## config.mk

```make
export PLATFORM = sky130hd
export DESIGN_NAME = cfg_unlock_seq
export DESIGN_NICKNAME = d
export VERILOG_FILES = /design/src/rtl/cfg_unlock_pkg.sv /design/src/rtl/cfg_prefix_match.sv /design/src/rtl/cfg_key_match.sv /design/src/rtl/cfg_unlock_seq.sv
export SDC_FILE = /design/constraint.sdc
export NUM_CORES = 1
export LEC_CHECK = 0
export CAP_MARGIN = 10
export CORE_MARGIN = 1
export CORE_UTILIZATION = 47
export CTS_CLUSTER_DIAMETER = 80
export CTS_CLUSTER_SIZE = 24
export DETAILED_ROUTE_END_ITERATION = 8
export PLACE_DENSITY = 0.88
export SLEW_MARGIN = 20
export SYNTH_ARGS = -nofsm -noshare
export SYNTH_HDL_FRONTEND = slang
export SYNTH_SLANG_ARGS = --single-unit
```

## constraint.sdc

```tcl
create_clock -name clk -period 2.9 [get_ports clk]
set_input_delay 0.435 -clock clk [delete_from_list [all_inputs] [get_ports clk]]
set_output_delay 0.435 -clock clk [all_outputs]
set_load 0.1 [all_outputs]
```

## src/rtl/cfg_unlock_pkg.sv

```systemverilog
package cfg_unlock_pkg;
  localparam int IO_AW = 16;
  localparam int IO_DW = 8;

  localparam logic [IO_AW-1:0] PFX_PORT_DEF = 16'h0279;
  localparam logic [IO_AW-1:0] BASE_LL_DEF  = 16'h03F0;
  localparam logic [IO_AW-1:0] BASE_LH_DEF  = 16'h03BD;
  localparam logic [IO_AW-1:0] BASE_HL_DEF  = 16'h0370;

  localparam logic [IO_DW-1:0] PFX_B0  = 8'h86;
  localparam logic [IO_DW-1:0] PFX_B1  = 8'h80;
  localparam logic [IO_DW-1:0] LANE_LO = 8'h55;
  localparam logic [IO_DW-1:0] LANE_HI = 8'hAA;

  localparam logic [IO_DW-1:0] KEY_SEED_DEF = 8'h6A;

  typedef enum logic [1:0] {
    ST_LOCKED = 2'd0,
    ST_KEY    = 2'd1,
    ST_OPEN   = 2'd2
  } unlock_st_e;

  typedef enum logic [1:0] {
    SEL_LL = 2'd0,
    SEL_LH = 2'd1,
    SEL_HL = 2'd2
  } base_sel_e;

  function automatic logic [IO_DW-1:0] key_step(input logic [IO_DW-1:0] cur);
    return {cur[0] ^ cur[1], cur[IO_DW-1:1]};
  endfunction
endpackage

```

## src/rtl/cfg_prefix_match.sv

```systemverilog
module cfg_prefix_match
  import cfg_unlock_pkg::*;
(
  input  logic             clk,
  input  logic             rst_n,
  input  logic             clr,
  input  logic             step,
  input  logic [IO_DW-1:0] data,
  output logic             done,
  output base_sel_e        sel
);
  localparam int PFX_LEN = 4;
  localparam int IDX_W   = $clog2(PFX_LEN);

  logic [IDX_W-1:0] idx_q;
  logic             lane_hi_q;
  logic             hit;
  logic             last;

  assign last = (idx_q == IDX_W'(PFX_LEN - 1));

  always_comb begin
    hit = 1'b0;
    unique case (idx_q)
      2'd0:    hit = (data == PFX_B0);
      2'd1:    hit = (data == PFX_B1);
      2'd2:    hit = (data == LANE_LO) || (data == LANE_HI);
      default: hit = (data == LANE_LO) || (!lane_hi_q && data == LANE_HI);
    endcase
  end

  always_comb begin
    if (lane_hi_q)            sel = SEL_HL;
    else if (data == LANE_HI) sel = SEL_LH;
    else                      sel = SEL_LL;
  end

  assign done = step && hit && last;

  always_ff @(posedge clk or negedge rst_n) begin
    if (!rst_n) begin
      idx_q     <= '0;
      lane_hi_q <= 1'b0;
    end else if (clr) begin
      idx_q     <= '0;
      lane_hi_q <= 1'b0;
    end else if (step) begin
      if (hit && last) begin
        idx_q     <= '0;
        lane_hi_q <= 1'b0;
      end else if (hit) begin
        idx_q <= idx_q + 1'b1;
        if (idx_q == IDX_W'(2)) lane_hi_q <= (data == LANE_HI);
      end else begin
        idx_q     <= (data == PFX_B0) ? IDX_W'(1) : '0;
        lane_hi_q <= 1'b0;
      end
    end
  end
endmodule

```

## src/rtl/cfg_key_match.sv

```systemverilog
module cfg_key_match
  import cfg_unlock_pkg::*;
#(
  parameter int               KEY_LEN  = 32,
  parameter logic [IO_DW-1:0] KEY_SEED = KEY_SEED_DEF
) (
  input  logic             clk,
  input  logic             rst_n,
  input  logic             load,
  input  logic             step,
  input  logic [IO_DW-1:0] data,
  output logic             ok,
  output logic             last
);
  localparam int CNT_W = $clog2(KEY_LEN + 1);

  logic [IO_DW-1:0] lfsr_q;
  logic [CNT_W-1:0] cnt_q;

  assign ok   = (data == lfsr_q);
  assign last = (cnt_q == CNT_W'(KEY_LEN - 1));

  always_ff @(posedge clk or negedge rst_n) begin
    if (!rst_n) begin
      lfsr_q <= KEY_SEED;
      cnt_q  <= '0;
    end else if (load) begin
      lfsr_q <= KEY_SEED;
      cnt_q  <= '0;
    end else if (step && ok) begin
      lfsr_q <= key_step(lfsr_q);
      cnt_q  <= cnt_q + 1'b1;
    end
  end
endmodule

```

## src/rtl/cfg_unlock_seq.sv

```systemverilog
module cfg_unlock_seq
  import cfg_unlock_pkg::*;
#(
  parameter int               KEY_LEN  = 32,
  parameter logic [IO_DW-1:0] KEY_SEED = KEY_SEED_DEF,
  parameter logic [IO_AW-1:0] PFX_PORT = PFX_PORT_DEF,
  parameter logic [IO_AW-1:0] BASE_LL  = BASE_LL_DEF,
  parameter logic [IO_AW-1:0] BASE_LH  = BASE_LH_DEF,
  parameter logic [IO_AW-1:0] BASE_HL  = BASE_HL_DEF
) (
  input  logic             clk,
  input  logic             rst_n,
  input  logic             wr_valid,
  output logic             wr_ready,
  input  logic [IO_AW-1:0] wr_addr,
  input  logic [IO_DW-1:0] wr_data,
  input  logic             exit_req,
  output logic             cfg_mode,
  output logic             base_valid,
  output logic [IO_AW-1:0] base_addr
);
  unlock_st_e       st_q;
  logic [IO_AW-1:0] base_q;
  logic             acc;
  logic             pfx_step;
  logic             pfx_done;
  base_sel_e        pfx_sel;
  logic             key_step_en;
  logic             key_ok;
  logic             key_last;
  logic [IO_AW-1:0] sel_addr;
  logic             ready_q;

  // Writes are always taken once out of reset; no stall path exists.
  always_ff @(posedge clk or negedge rst_n) begin
    if (!rst_n) ready_q <= 1'b0;
    else        ready_q <= 1'b1;
  end
  assign wr_ready = ready_q;

  assign acc         = wr_valid && ready_q && !exit_req;
  assign pfx_step    = acc && (st_q == ST_LOCKED) && (wr_addr == PFX_PORT);
  assign key_step_en = acc && (st_q == ST_KEY) && (wr_addr == base_q);

  always_comb begin
    unique case (pfx_sel)
      SEL_LH:  sel_addr = BASE_LH;
      SEL_HL:  sel_addr = BASE_HL;
      default: sel_addr = BASE_LL;
    endcase
  end

  cfg_prefix_match u_pfx (
    .clk  (clk),
    .rst_n(rst_n),
    .clr  (exit_req),
    .step (pfx_step),
    .data (wr_data),
    .done (pfx_done),
    .sel  (pfx_sel)
  );

  cfg_key_match #(
    .KEY_LEN (KEY_LEN),
    .KEY_SEED(KEY_SEED)
  ) u_key (
    .clk  (clk),
    .rst_n(rst_n),
    .load (pfx_done),
    .step (key_step_en),
    .data (wr_data),
    .ok   (key_ok),
    .last (key_last)
  );

  always_ff @(posedge clk or negedge rst_n) begin
    if (!rst_n) begin
      st_q   <= ST_LOCKED;
      base_q <= '0;
    end else if (exit_req) begin
      st_q   <= ST_LOCKED;
      base_q <= '0;
    end else begin
      unique case (st_q)
        ST_LOCKED: if (pfx_done) begin
          st_q   <= ST_KEY;
          base_q <= sel_addr;
        end
        ST_KEY: if (key_step_en) begin
          if (!key_ok) begin
            st_q   <= ST_LOCKED;
            base_q <= '0;
          end else if (key_last) begin
            st_q <= ST_OPEN;
          end
        end
        default: st_q <= ST_OPEN;
      endcase
    end
  end

  assign cfg_mode   = (st_q == ST_OPEN);
  assign base_valid = (st_q != ST_LOCKED);
  assign base_addr  = base_q;
endmodule

```

# Yosys cells after proc, flatten, opt, wreduce, memory -nomap -nowiden
# Index checks and enable logic that the tools add are counted.
# word_totals
elab_cells	83
register_bits	36
output_inout_bits	19
inputBits	28
# classes
n_bitwise	1
n_reduce_logical	24
eq_ne	20
muxes	29
addsub	2
# op_table
cell	count
$mux 16	4
$pmux 16 s2	1
$eq 8x8->1 const B	3
$mux 2	10
$eq 16x10->1 const B	1
$eq 16x16->1	1
$mux 8	2
$pmux 8 s2	1
$mux 6	2
$logic_and 1x1->1	11
$eq 2x2->1 const B	4
$eq 8x7->1 const B	1
$eq 8x8->1	1
$ne 4x4->1 const B	2
$mux 1	7
$add 6x1->6 const B	1
$eq 2x1->1 const B	3
$eq 6x5->1 const B	1
$ne 3x3->1 const B	2
$reduce_bool 2->1	3
$logic_not 2->1	2
$pmux 2 s2	1
$reduce_and 4->1	1
$ne 3x2->1 const B	1
8 further kinds	10

# Longest topological paths before layout
# Gate-level depths: netlist of run 1.
# depth
ltp_word	9
ltp_mapped	9
mapped_depth_nobuf	8

# By module
# From an unflattened synthesis of run 1, not the netlist that was laid out.
# hier_totals
cells_unflattened	197
hier_area_um2	1840.5
# modules_own_cells
mod	area_each_um2	seq_area_each_um2	cells_per_inst	n_inst
cfg_key_match	839.6	355.3	81	1
cfg_unlock_seq	618.1	175.2	73	1
cfg_prefix_match	382.9	75.1	43	1

# Least setup slack after synthesis of run 1
# OpenSTA, ideal clock, no wires.
# synth_path
kind	register -> register
from	register base_q[3] (netlist: base_addr[3])
to	register u_key.cnt_q[5]
setup_ns	0.119
path_slack_ns	0.527
synth_period_minus_slack_ns	2.373
arrival_time_ns	2.254
path_stages_with_launch	7
n_path_buf	0
t_required_ns	2.781
path_cell_list	dfrtp_1 or4_4 a211oi_4 nand4b_4 nor4_4 xnor2_1 nor2_2
# synth_via
elab_chain_len	4
# synth_lines
item	line	source
start: declaration	cfg_unlock_seq.sv:23	logic [IO_AW-1:0] base_q;
start signal: assignment	cfg_unlock_seq.sv:87	base_q <= sel_addr;
$eq 16x16->1	cfg_unlock_seq.sv:43	assign key_step_en = acc && (st_q == ST_KEY) && (wr_addr == base_q);
$logic_and 1x1->1	cfg_unlock_seq.sv:43	
$logic_and 1x1->1	cfg_key_match.sv:30	end else if (step && ok) begin
$reduce_bool 2->1 (no source line)	n/a	
end signal: assignment	cfg_key_match.sv:32	cnt_q <= cnt_q + 1'b1;
end: declaration	cfg_key_match.sv:18	logic [CNT_W-1:0] cnt_q;
# No other way between the ends.
# A chain may end at the register's enable or synchronous reset.

# Worst setup path after layout of run 1
# layout_path
from	input wr_addr[0]
to	register u_key.lfsr_q[7]
# layout_via
elab_chain_len	5
elab_cells_between_ends	9
classes_between	eq/ne (2); mux (1); reduce/logical (6)
# layout_lines
item	line	source
start: declaration	cfg_unlock_seq.sv:15	input logic [IO_AW-1:0] wr_addr,
$eq 16x10->1	cfg_unlock_seq.sv:42	assign pfx_step = acc && (st_q == ST_LOCKED) && (wr_addr == PFX_PORT);
$logic_and 1x1->1	cfg_unlock_seq.sv:42	
$logic_and 1x1->1 (2 in series)	cfg_prefix_match.sv:38	assign done = step && hit && last;
$mux 8 or $reduce_bool 2->1 (tied branches)	n/a	
end signal: assignment	cfg_key_match.sv:31	lfsr_q <= key_step(lfsr_q);
end: declaration	cfg_key_match.sv:17	logic [IO_DW-1:0] lfsr_q;
# Several ways; a longest one is shown, not always the timed one.

==> results of run 1 <==
registers in the layout, indices dropped and copies added, names as in the netlist:
signal,count
u_key.lfsr_q,8
u_pfx.idx_q,2
wr_ready,1
u_key.cnt_q,6
u_pfx.lane_hi_q,1
base_addr,4
st_q,2
power by group through the flow:
stage / logic, mW / registers [mW] / clock network (mW)
floorplan: 0.0627 / 0.347 / 0
global placement: 0.117 / 0.342 / 0
detailed placement: 0.118 / 0.342 / 0
CTS: 0.119 / 0.336 / 0.183
global route: 0.125 / 0.336 / 0.196
finish: 0.118 / 0.336 / 0.183
cell usage after synthesis, drive strengths merged:
master / n / area [um2]
dfrtp: 20 / 500
buf: 15 / 120
nor2: 15 / 63.8
nand2: 12 / 45.0
nand3: 12 / 60.1
o21ai: 11 / 55.1
xor2: 10 / 87.6
nor3: 9 / 55.1
inv: 8 / 30.0
a21oi: 6 / 33.8
xnor2: 6 / 52.6
ha: 5 / 62.6
dfstp: 4 / 105
nor4: 4 / 40.0
o22ai: 4 / 25.0
nand2b: 3 / 18.8
o31ai: 3 / 22.5
a211oi: 2 / 27.5
and3: 2 / 12.5
conb: 2 / 7.51
nand4: 2 / 12.5
nand4b: 2 / 32.5
nor2b: 2 / 12.5
or4: 2 / 18.8
a2111oi: 1 / 15.0
a31oi: 1 / 6.26
and2b: 1 / 7.51
and4: 1 / 8.76
and4bb: 1 / 12.5
clkbuf: 1 / 3.75
nand4bb: 1 / 11.3
nor4b: 1 / 8.76
nor4bb: 1 / 10.0
o2bb2ai: 1 / 8.76
o32a: 1 / 11.3
o41ai: 1 / 8.76
or3b: 1 / 8.76
or4b: 1 / 13.8
cell usage in the layout, fill, tap and decap left out, types with 4 or more instances in the layout:
cell | Yosys | final
inv_1 | 7 | 7
a21oi_1 | 5 | 5
clkdlybuf4s50_1 | 0 | 27
dfstp_2 | 4 | 4
xor2_1 | 10 | 10
o21ai_0 | 11 | 11
buf_4 | 13 | 19
nand3_1 | 12 | 12
xnor2_1 | 6 | 6
o22ai_1 | 4 | 4
nor3_1 | 7 | 7
nor2_1 | 12 | 12
dfrtp_1 | 20 | 20
nand2_1 | 12 | 12
conb_1 | 2 | 8
ha_1 | 5 | 5
metal layers:
layer  up-vias  part of all wire [%]  GRT usage [%]
met4         0                  0.96           6.17
met1       687                    42           22.4
met2        39                    52           41.3
met3         5                   4.9           2.94
li1        684                     -              -
met5         -                     0              0
cell families (layout without fill, tap and decap cells):
kind of cell / after synthesis / in the layout / synth area share [%]
AO/OA/AOI/OAI: 31 / 31 / 13.1
flip-flops: 24 / 24 / 37.0
AND/OR/NAND/NOR: 73 / 73 / 27.7
buffers and inverters: 24 / 58 / 9.40
other: 2 / 8 / 0.459
adder cells (fa/ha/maj): 5 / 5 / 3.82
XOR/XNOR: 16 / 16 / 8.56
how the worst max path moves through the flow:
stage / slack, ns / cells after the start / endpoint
after CTS: 0.50 / 8 / u_key.lfsr_q[7]$_DFFE_PN0P_
after floorplan: 0.53 / 6 / u_key.cnt_q[5]$_DFFE_PN0P_
after global placement: 0.28 / 8 / u_key.lfsr_q[7]$_DFFE_PN0P_
final: 0.54 / 8 / u_key.lfsr_q[7]$_DFFE_PN0P_
after detailed placement: 0.21 / 8 / u_key.lfsr_q[7]$_DFFE_PN0P_
after global routing: 0.41 / 8 / u_key.lfsr_q[7]$_DFFE_PN0P_
area by class of cell:
cell class / count / area [um2] / share of cell area, %
multi-input cells: 133 / 900 / 44.1
flip-flops and latches: 24 / 606 / 29.7
repair buffers: 46 / 413 / 20.2
well taps: 46 / 57.6 / 2.82
clock buffers: 4 / 36.3 / 1.78
inverters: 8 / 30.0 / 1.47
stage by stage:
step | hold WS (ns) | utilization [%]
after floorplan | 0.139 | -
after global placement | 0.492 | 60.1
after detailed placement | 0.520 | 60.1
after CTS | 0.456 | 61.2
after global routing | 0.480 | 61.2
final | 0.434 | 61.2
==> results.ini, run 1 <==
[critical_path]
r2r_slack_ns=0.61
worst_setup_path_end_kind=flop
path_delay_family=simple AND/OR/NAND/NOR gates
worstPathRequired_ns=3.14
crit_path_cell_trace=clkdlybuf4s50_1, or4_4, a211oi_4, nand4b_4, nor2_2, buf_4, nor2_1, a211oi_1
r2r-start=u_pfx.idx_q[1]$_DFFE_PN0P_
worstReg2RegEnd=base_addr[6]$_DFFE_PN0P_
cp-start-kind=primary input
cp_slowest_cell=or4_4
max_stage_delay_ns=0.56
critPathKind=primary input to flop
setup.worst_path.start=wr_addr[0]
reg2reg_depth=8
cp.arrival_ns=2.60
crit_buf_inv=2
critPathMaxFanout=15

[detailed_routing]
drcViolationCount=0
routedWlPerCell_um=13.5
drt_wl_total_mm=3.54
viasPerCell=5.42
drt.antenna.violating_nets=0
dr.pass1.iters=4
vias=1415
detail_route.iter0.violations=33

[sta]
skew_ns=0.00345
setup_violations=0
totalNegativeSetupSlack_ns=0
finalCritPeriodShare_pct=81.4
layout_min_cycle_time_ns=2.36
hold_viol=0
max_freq_mhz=424
report.final.slew_viol_count=0
setup_slack_ns=0.541
grt_setup_unrepaired=no

[floorplanning]
chipHeight_um=61.0
die_w_um=61.0
initial_core_util_pct=49.0
core_um2=3340
ios=47
rows=21
die_area_um2=3720

[global_route]
grt_pass1_wl_mm=5.71
gr-total-overflow=0
grt_use_total_pct=20.7
grt_pass1_vias=1374
grt_max_degree=25
antenna_found_initial=0

[clocking]
clkSinkCount=24
cts_root_buf=clkbuf_4
cts_buffers=3
cts_resized=0
clk_transition_reported_paths_ns=0.14
cts_tree=built
htreeDepth=1
clk_latency_ns=0.33
post_cts_buffers=0
holdBufCountCts=0
clk_path_buf_depth=2

[power]
p_int_uw=457
p_sw_share_pct=28.3
power_uw=637
power_frac_clock_pct=28.8
sequentialPowerShare_pct=52.7
power_frac_comb_pct=18.5
vdd_drop_max_v=0.000194
p_sw_uw=180
p_per_area_nw_per_um2=312
leakage_nw=0.914

[final_layout]
antenna_cells=0
drive_gt1_share_pct=19.1
instances_no_fill=261
nets=249
area_growth_pct=24.8
fill_cells=287
final_area_um2=2040

[yosys]
syn_avg_cell_area_um2=9.35
yosysSeqAreaShare_pct=37.0
yosysWarnings=0
synth_cell_types=47
netlist_area_um2=1640
netlist_instances=175
synth-seq-cells=24

[place]
dp_cells=257
dpl_cell_area_um2=2010
hpwl_mm=2.78
io_buffers=39
dp_slack_ns=0.211
gp_congestion=0.811

[worst_hold_path]
hold_path_class=primary input to async pin

[run]
cap_violations=0

[status]
status=completed

(Power assumes the default switching activity.)
==> run 2, diff against run 1 <==
==> constraint.sdc (replaced) <==
create_clock -name clk -period 2.4 [get_ports clk]
set_input_delay 0.36 -clock clk [delete_from_list [all_inputs] [get_ports clk]]
set_output_delay 0.36 -clock clk [all_outputs]
set_load 0.1 [all_outputs]
==> results.ini, run 2 (synthesis results as in run 1) <==
[final_layout]
final_cell_mix=buf_4 (38), clkdlybuf4s50_1 (27), dfrtp_1 (20)  ; was clkdlybuf4s50_1 (27), dfrtp_1 (20), buf_4 (19)
largest_reg_flops=8  ; unchanged
fill_cells=283  ; was 287
nets=268  ; was 249
top_register=u_key.lfsr_q  ; unchanged
ff_latch_area_um2=606  ; unchanged
multi_input_area_um2=918  ; was 900 um2
area_growth_pct=34.6  ; was 24.8%
drive_gt1_share_pct=26.1  ; was 19.1%
final_area_um2=2200  ; was 2040 um2
antenna_cells=0  ; unchanged
final_common_cell=buf_4  ; was clkdlybuf4s50_1

[clocking]
htreeDepth=1  ; unchanged
clk_path_buf_depth=2  ; unchanged
cts_tree=built  ; unchanged
clk_latency_ns=0.32  ; was 0.33 ns
cts_resized=0  ; unchanged
clkSinkCount=24  ; unchanged
post_cts_buffers=0  ; unchanged
clk_transition_reported_paths_ns=0.14  ; about the same
cts_buffers=3  ; unchanged
holdBufCountCts=0  ; unchanged
cts_root_buf=clkbuf_4  ; unchanged

[detailed_routing]
viasPerCell=5.30  ; was 5.42
vias=1483  ; was 1415
drt.antenna.violating_nets=0  ; unchanged
routedWlPerCell_um=13.0  ; was 13.5 um
drcViolationCount=0  ; unchanged
dr.pass1.iters=4  ; unchanged
detail_route.iter0.violations=73  ; was 33
drt_wl_total_mm=3.63  ; was 3.54 mm

[floorplanning]
core_um2=3340  ; unchanged
chipHeight_um=61.0  ; unchanged
initial_core_util_pct=49.0  ; unchanged
ios=47  ; unchanged
die_w_um=61.0  ; unchanged
rows=21  ; unchanged
die_area_um2=3720  ; unchanged

[worst_hold_path]
hold_path_class=primary input to async pin  ; unchanged

[sta]
hold_viol=0  ; unchanged
setup_violations=0  ; unchanged
grt_setup_unrepaired=no  ; unchanged
finalCritPeriodShare_pct=94.5
layout_min_cycle_time_ns=2.27
skew_ns=0.00316  ; was 0.00345 ns
report.final.slew_viol_count=0  ; unchanged
max_freq_mhz=441

[place]
dpl_cell_area_um2=2150  ; was 2010 um2
hpwl_mm=2.83  ; was 2.78 mm
gp_congestion=0.897  ; was 0.811
io_buffers=39  ; unchanged

[global_route]
grt_max_degree=25  ; unchanged
antenna_found_initial=0  ; unchanged
grt_pass1_wl_mm=5.98  ; was 5.71 mm
grt_pass1_vias=1350  ; was 1374
grt_use_total_pct=21.7  ; was 20.7%
gr-total-overflow=0  ; unchanged

[critical_path]
critPathKind=flop to flop  ; was primary input to flop
cp_slowest_cell=dfrtp_1  ; was or4_4
worst_setup_path_end_kind=flop  ; unchanged
worstPathRequired_ns=2.61  ; was 3.14 ns
crit_path_cell_trace=inv_1, ha_1, or3b_1, a2111oi_4, o22ai_2, and4bb_1, o32a_2, o22ai_1  ; was clkdlybuf4s50_1, or4_4, a211oi_4, nand4b_4, nor2_2, buf_4, nor2_1, a211oi_1
max_stage_delay_ns=0.44  ; was 0.56 ns
cp-start-kind=flop  ; was primary input
path_delay_family=compound AO/OA/AOI/OAI gates  ; was simple AND/OR/NAND/NOR gates
crit_buf_inv=1  ; was 2
critPathMaxFanout=4  ; was 15
cp.arrival_ns=2.47  ; was 2.60 ns

[power]
leakage_nw=1.00  ; was 0.914 nW
power_uw=786  ; was 637 uW
p_per_area_nw_per_um2=357  ; was 312 nW/um2
vdd_drop_max_v=0.000319  ; was 0.000194 V

[status]
status=completed  ; unchanged

[run]
cap_violations=0  ; unchanged

## run 2: cell types whose count changed in the layout (fill, tap and decap cells not counted), sizes merged
cell / delta
buf: +19
## run 2: metal layers
layer | share of wire (%) | vias up | GRT usage (%)
met5 | 0 | - | 0
met4 | 1.3 | 0 | 8.12
met3 | 5.4 | 6 | 3.36
met2 | 48 | 54 | 38.5
met1 | 45 | 694 | 26.7
li1 | - | 729 | -
## run 2: report_power, final
part	internal [mW]	total (mW)	switching, mW
sequential	0.406	0.406	0.000340
combinational	0.0654	0.159	0.0941
clock	0.0928	0.220	0.127
total	0.564	0.786	0.222
## run 2: worst paths after layout
check                                            start                     endpoint  slack [ns]  cells after the start
min                                              rst_n   u_pfx.idx_q[0]$_DFFE_PN0P_        0.37                      2
max                         u_pfx.idx_q[1]$_DFFE_PN0P_     base_addr[6]$_DFFE_PN0P_        0.13                      8
min reg2reg                u_key.lfsr_q[6]$_DFFE_PN1P_  u_key.lfsr_q[5]$_DFFE_PN1P_        0.52                      2
min in group clk           u_key.lfsr_q[6]$_DFFE_PN1P_  u_key.lfsr_q[5]$_DFFE_PN1P_        0.52                      2
max in group asynchronous                        rst_n  u_key.lfsr_q[5]$_DFFE_PN1P_        1.74                      2
max reg2reg                 u_pfx.idx_q[1]$_DFFE_PN0P_     base_addr[6]$_DFFE_PN0P_        0.13                      8
## run 2: stage by stage
step | setup WS (ns) | hold WS, ns | instances | TNS, ns | util (%)
after global placement | -0.0667 | 0.504 | 276 | -0.451 | 64.4
after detailed placement | -0.124 | 0.505 | 276 | -0.909 | 64.4
final | 0.131 | 0.369 | 280 | 0 | 66.0
after floorplan | 0.0272 | 0.0644 | 181 | 0 | -
after CTS | 0.129 | 0.383 | 280 | 0 | 65.5
after global routing | 0.00539 | 0.405 | 280 | 0 | 66.0
## run 2: area by class of cell
class,instances,area share (%)
well taps,46,2.61
repair buffers,65,25.2
inverters,8,1.36
multi-input cells,133,41.7
clock buffers,4,1.65
flip-flops and latches,24,27.5
## run 2: worst register-to-register path, stage by stage, from the launching register on
cell and delay (ns):
dfrtp_1 0.44, inv_1 0.11, ha_1 0.17, or3b_1 0.39, a2111oi_4 0.38, o22ai_2 0.15, and4bb_1 0.29, o32a_2 0.16
o22ai_1 0.07
==> run 3, diff against run 2 <==
--- a/config.mk
+++ b/config.mk
@@ -5,13 +5,14 @@
 export SDC_FILE = /design/constraint.sdc
 export NUM_CORES = 1
 export LEC_CHECK = 0
+export ABC_AREA = 1
 export CAP_MARGIN = 10
 export CORE_MARGIN = 1
-export CORE_UTILIZATION = 47
+export CORE_UTILIZATION = 49
 export CTS_CLUSTER_DIAMETER = 80
 export CTS_CLUSTER_SIZE = 24
 export DETAILED_ROUTE_END_ITERATION = 8
-export PLACE_DENSITY = 0.88
+export PLACE_DENSITY = 0.89
 export SLEW_MARGIN = 20
 export SYNTH_ARGS = -nofsm -noshare
 export SYNTH_HDL_FRONTEND = slang
==> results.ini, run 3 <==
[run]
cap_violations=0  ; unchanged

[power]
p_per_area_nw_per_um2=370  ; was 357 nW/um2
vdd_drop_max_v=0.000346  ; was 0.000319 V
leakage_nw=1.17  ; was 1.00 nW

[sta]
layout_min_cycle_time_ns=1.91  ; was 2.27 ns
max_freq_mhz=523  ; was 441 MHz
skew_ns=0.00223  ; was 0.00316 ns
finalCritPeriodShare_pct=79.6  ; was 94.5%
report.final.slew_viol_count=0  ; unchanged
totalNegativeSetupSlack_ns=0  ; unchanged
hold_ws_ns=0.443  ; was 0.369 ns
grt_setup_unrepaired=no  ; unchanged
setup_violations=0  ; unchanged
hold_viol=0  ; unchanged
setup_slack_ns=0.489  ; was 0.131 ns

[detailed_routing]
dr.pass1.iters=6  ; was 4
viasPerCell=4.81  ; was 5.30
drcViolationCount=0  ; unchanged
vias=1756  ; was 1483
drt_wl_total_mm=3.99  ; was 3.63 mm
drt.antenna.violating_nets=0  ; unchanged
detail_route.iter0.violations=57  ; was 73
routedWlPerCell_um=10.9  ; was 13.0 um

[yosys]
synth-edff-count=0  ; unchanged
syn_avg_cell_area_um2=6.69  ; was 9.35 um2
netlist_instances=280  ; was 175
yosysTopAreaCell=dfrtp_1  ; unchanged
yosysWarnings=0  ; unchanged
synth_flop_cell=dfrtp_1  ; unchanged
synth-seq-cells=24  ; unchanged
synth_cell_types=27  ; was 47
yosysSeqAreaShare_pct=32.3  ; was 37.0%
synth.most_common_cell=nand2_1  ; was dfrtp_1
synthTopCellsByCount=nand2_1 (86), nor2_1 (37), inv_1 (36), dfrtp_1 (20), nand3_1 (18)  ; was dfrtp_1 (20), buf_4 (13), nand2_1 (12), nand3_1 (12), nor2_1 (12)
yosysTopAreaCellShare_pct=26.7  ; was 30.6%
netlist_area_um2=1870  ; was 1640 um2
postSynth.asyncResetShare_pct=100  ; unchanged
yosys-top-cells-area=dfrtp_1 (27%), nand2_1 (17%), nor2_1 (7.4%), inv_1 (7.2%), dfstp_2 (5.6%)  ; was dfrtp_1 (31%), dfstp_2 (6.4%), buf_4 (6.0%), xor2_1 (5.4%), ha_1 (3.8%)

[clocking]
cts_root_buf=clkbuf_8  ; was clkbuf_4
holdBufCountCts=0  ; unchanged
clk_path_buf_depth=2  ; unchanged
cts_tree=built  ; unchanged
clkSinkCount=24  ; unchanged
cts_resized=0  ; unchanged
clk_latency_ns=0.26  ; was 0.32 ns
cts_buffers=3  ; unchanged
post_cts_buffers=0  ; unchanged
clk_transition_reported_paths_ns=0.08  ; was 0.14 ns
htreeDepth=1  ; unchanged

[critical_path]
worstPathRequired_ns=2.55  ; was 2.61 ns
critPathMaxFanout=8  ; was 4
critPathKind=primary input to flop  ; was flop to flop
cp.arrival_ns=2.06  ; was 2.47 ns
setup.worst_path.start=exit_req  ; was u_pfx.idx_q[1]$_DFFE_PN0P_
r2r-start=u_key.lfsr_q[1]$_DFFE_PN1P_  ; was u_pfx.idx_q[1]$_DFFE_PN0P_
cp-start-kind=primary input  ; was flop
worst_setup_path_end_kind=flop  ; unchanged

[global_route]
gr-total-overflow=0  ; unchanged
grt_pass1_vias=1659  ; was 1350
gr-max-usage-layer=met2  ; unchanged
grtUsageMet3_pct=3.57  ; was 3.36%
use_met1_pct=26.7  ; about the same
gr-usage-met2_pct=38.4  ; was 38.5%
grt_max_degree=25  ; unchanged
grt_use_total_pct=21.3  ; was 21.7%
grt_pass1_wl_mm=6.96  ; was 5.98 mm
antenna_found_initial=0  ; unchanged

[final_layout]
top_register=u_key.lfsr_q  ; unchanged
largest_reg_flops=8  ; unchanged
antenna_cells=0  ; unchanged
fill_cells=325  ; was 283
final_area_um2=2280  ; was 2200 um2
final_common_cell=nand2_1  ; was buf_4
area_growth_pct=21.6  ; was 34.6%
nets=351  ; was 268
final_cell_mix=nand2_1 (86), nor2_1 (37), inv_1 (36)  ; was buf_4 (38), clkdlybuf4s50_1 (27), dfrtp_1 (20)
instances_no_fill=365  ; was 280
drive_gt1_share_pct=16.4  ; was 26.1%

[floorplanning]
rows=22  ; was 21
die_w_um=63.8  ; was 61.0 um
chipHeight_um=63.8  ; was 61.0 um
initial_core_util_pct=51.2  ; was 49.0%
core_um2=3660  ; was 3340 um2
ios=47  ; unchanged
die_area_um2=4080  ; was 3720 um2

[status]
status=completed  ; unchanged

[place]
hpwl_mm=3.23  ; was 2.83 mm
io_buffers=39  ; unchanged
dp_slack_ns=0.207  ; was -0.124 ns
dp_cells=361  ; was 276
dpl_cell_area_um2=2220  ; was 2150 um2
gp_congestion=0.916  ; was 0.897

[worst_hold_path]
hold_path_class=primary input to async pin  ; unchanged

## run 3: worst max-delay path: stages
cell and delay [ns]:
clkdlybuf4s50_1 0.46, inv_2 0.12, nand3_2 0.09, nor2_4 0.16, nand3_1 0.15, nor2_1 0.15, nand3_2 0.21, nand2_2 0.13
nand3_2 0.11, nand2_1 0.08, nand2_1 0.05
## run 3: final cells by class
| cell class | instances | area (um2) | area share (%) |
|---|---|---|---|
| tap | 48 | 60.1 | 2.64 |
| sequential | 24 | 606 | 26.6 |
| multi-input combinational | 206 | 1030 | 45.1 |
| clock buffer | 4 | 55.1 | 2.42 |
| inverter | 43 | 161 | 7.08 |
| timing repair buffer | 40 | 368 | 16.1 |
## run 3: path summary, 6_finish.rpt
path / cells after the start / end / slack, ns
worst max-delay path: 11 / base_addr[8]$_DFFE_PN0P_ / 0.49
worst min register to register: 2 / u_key.lfsr_q[6]$_DFFE_PN1P_ / 0.51
worst min-delay path: 2 / u_key.cnt_q[0]$_DFFE_PN0P_ / 0.44
worst max register to register: 11 / u_key.cnt_q[5]$_DFFE_PN0P_ / 0.59
max in group asynchronous: 2 / u_key.lfsr_q[1]$_DFFE_PN1P_ / 1.67
min in group clk: 2 / u_key.lfsr_q[6]$_DFFE_PN1P_ / 0.51
## run 3: cells by family (layout without fill, tap and decap cells)
logic type | after synthesis | count (layout) | share of synthesized area (%)
fa+ha+maj | 5 | 5 | 3.34
xor+xnor | 7 | 7 | 3.27
simple gates | 173 | 173 | 42.1
flops | 24 | 24 | 32.3
compound gates | 13 | 13 | 4.61
other cells | 2 | 8 | 0.401
buf+inv | 56 | 87 | 14.0
## run 3: through the flow
stage / total power, mW / util [%]
floorplan: 0.517 / -
global placement: 0.577 / 60.7
detailed placement: 0.578 / 60.7
CTS: 0.848 / 62.2
global route: 0.878 / 62.2
finish: 0.843 / 62.2
## run 3: metal layers
metal | vias to the layer above | routed length, um
met1 | 797 | 1760
li1 | 910 | -
met4 | 0 | 28
met5 | - | 0
met3 | 4 | 172
met2 | 45 | 2030
## run 3: where the power goes
| group | internal, mW | switching (mW) | total (mW) |
|---|---|---|---|
| Combinational | 0.0580 | 0.106 | 0.164 |
| Sequential | 0.405 | 0.000746 | 0.406 |
| Clock | 0.146 | 0.126 | 0.273 |
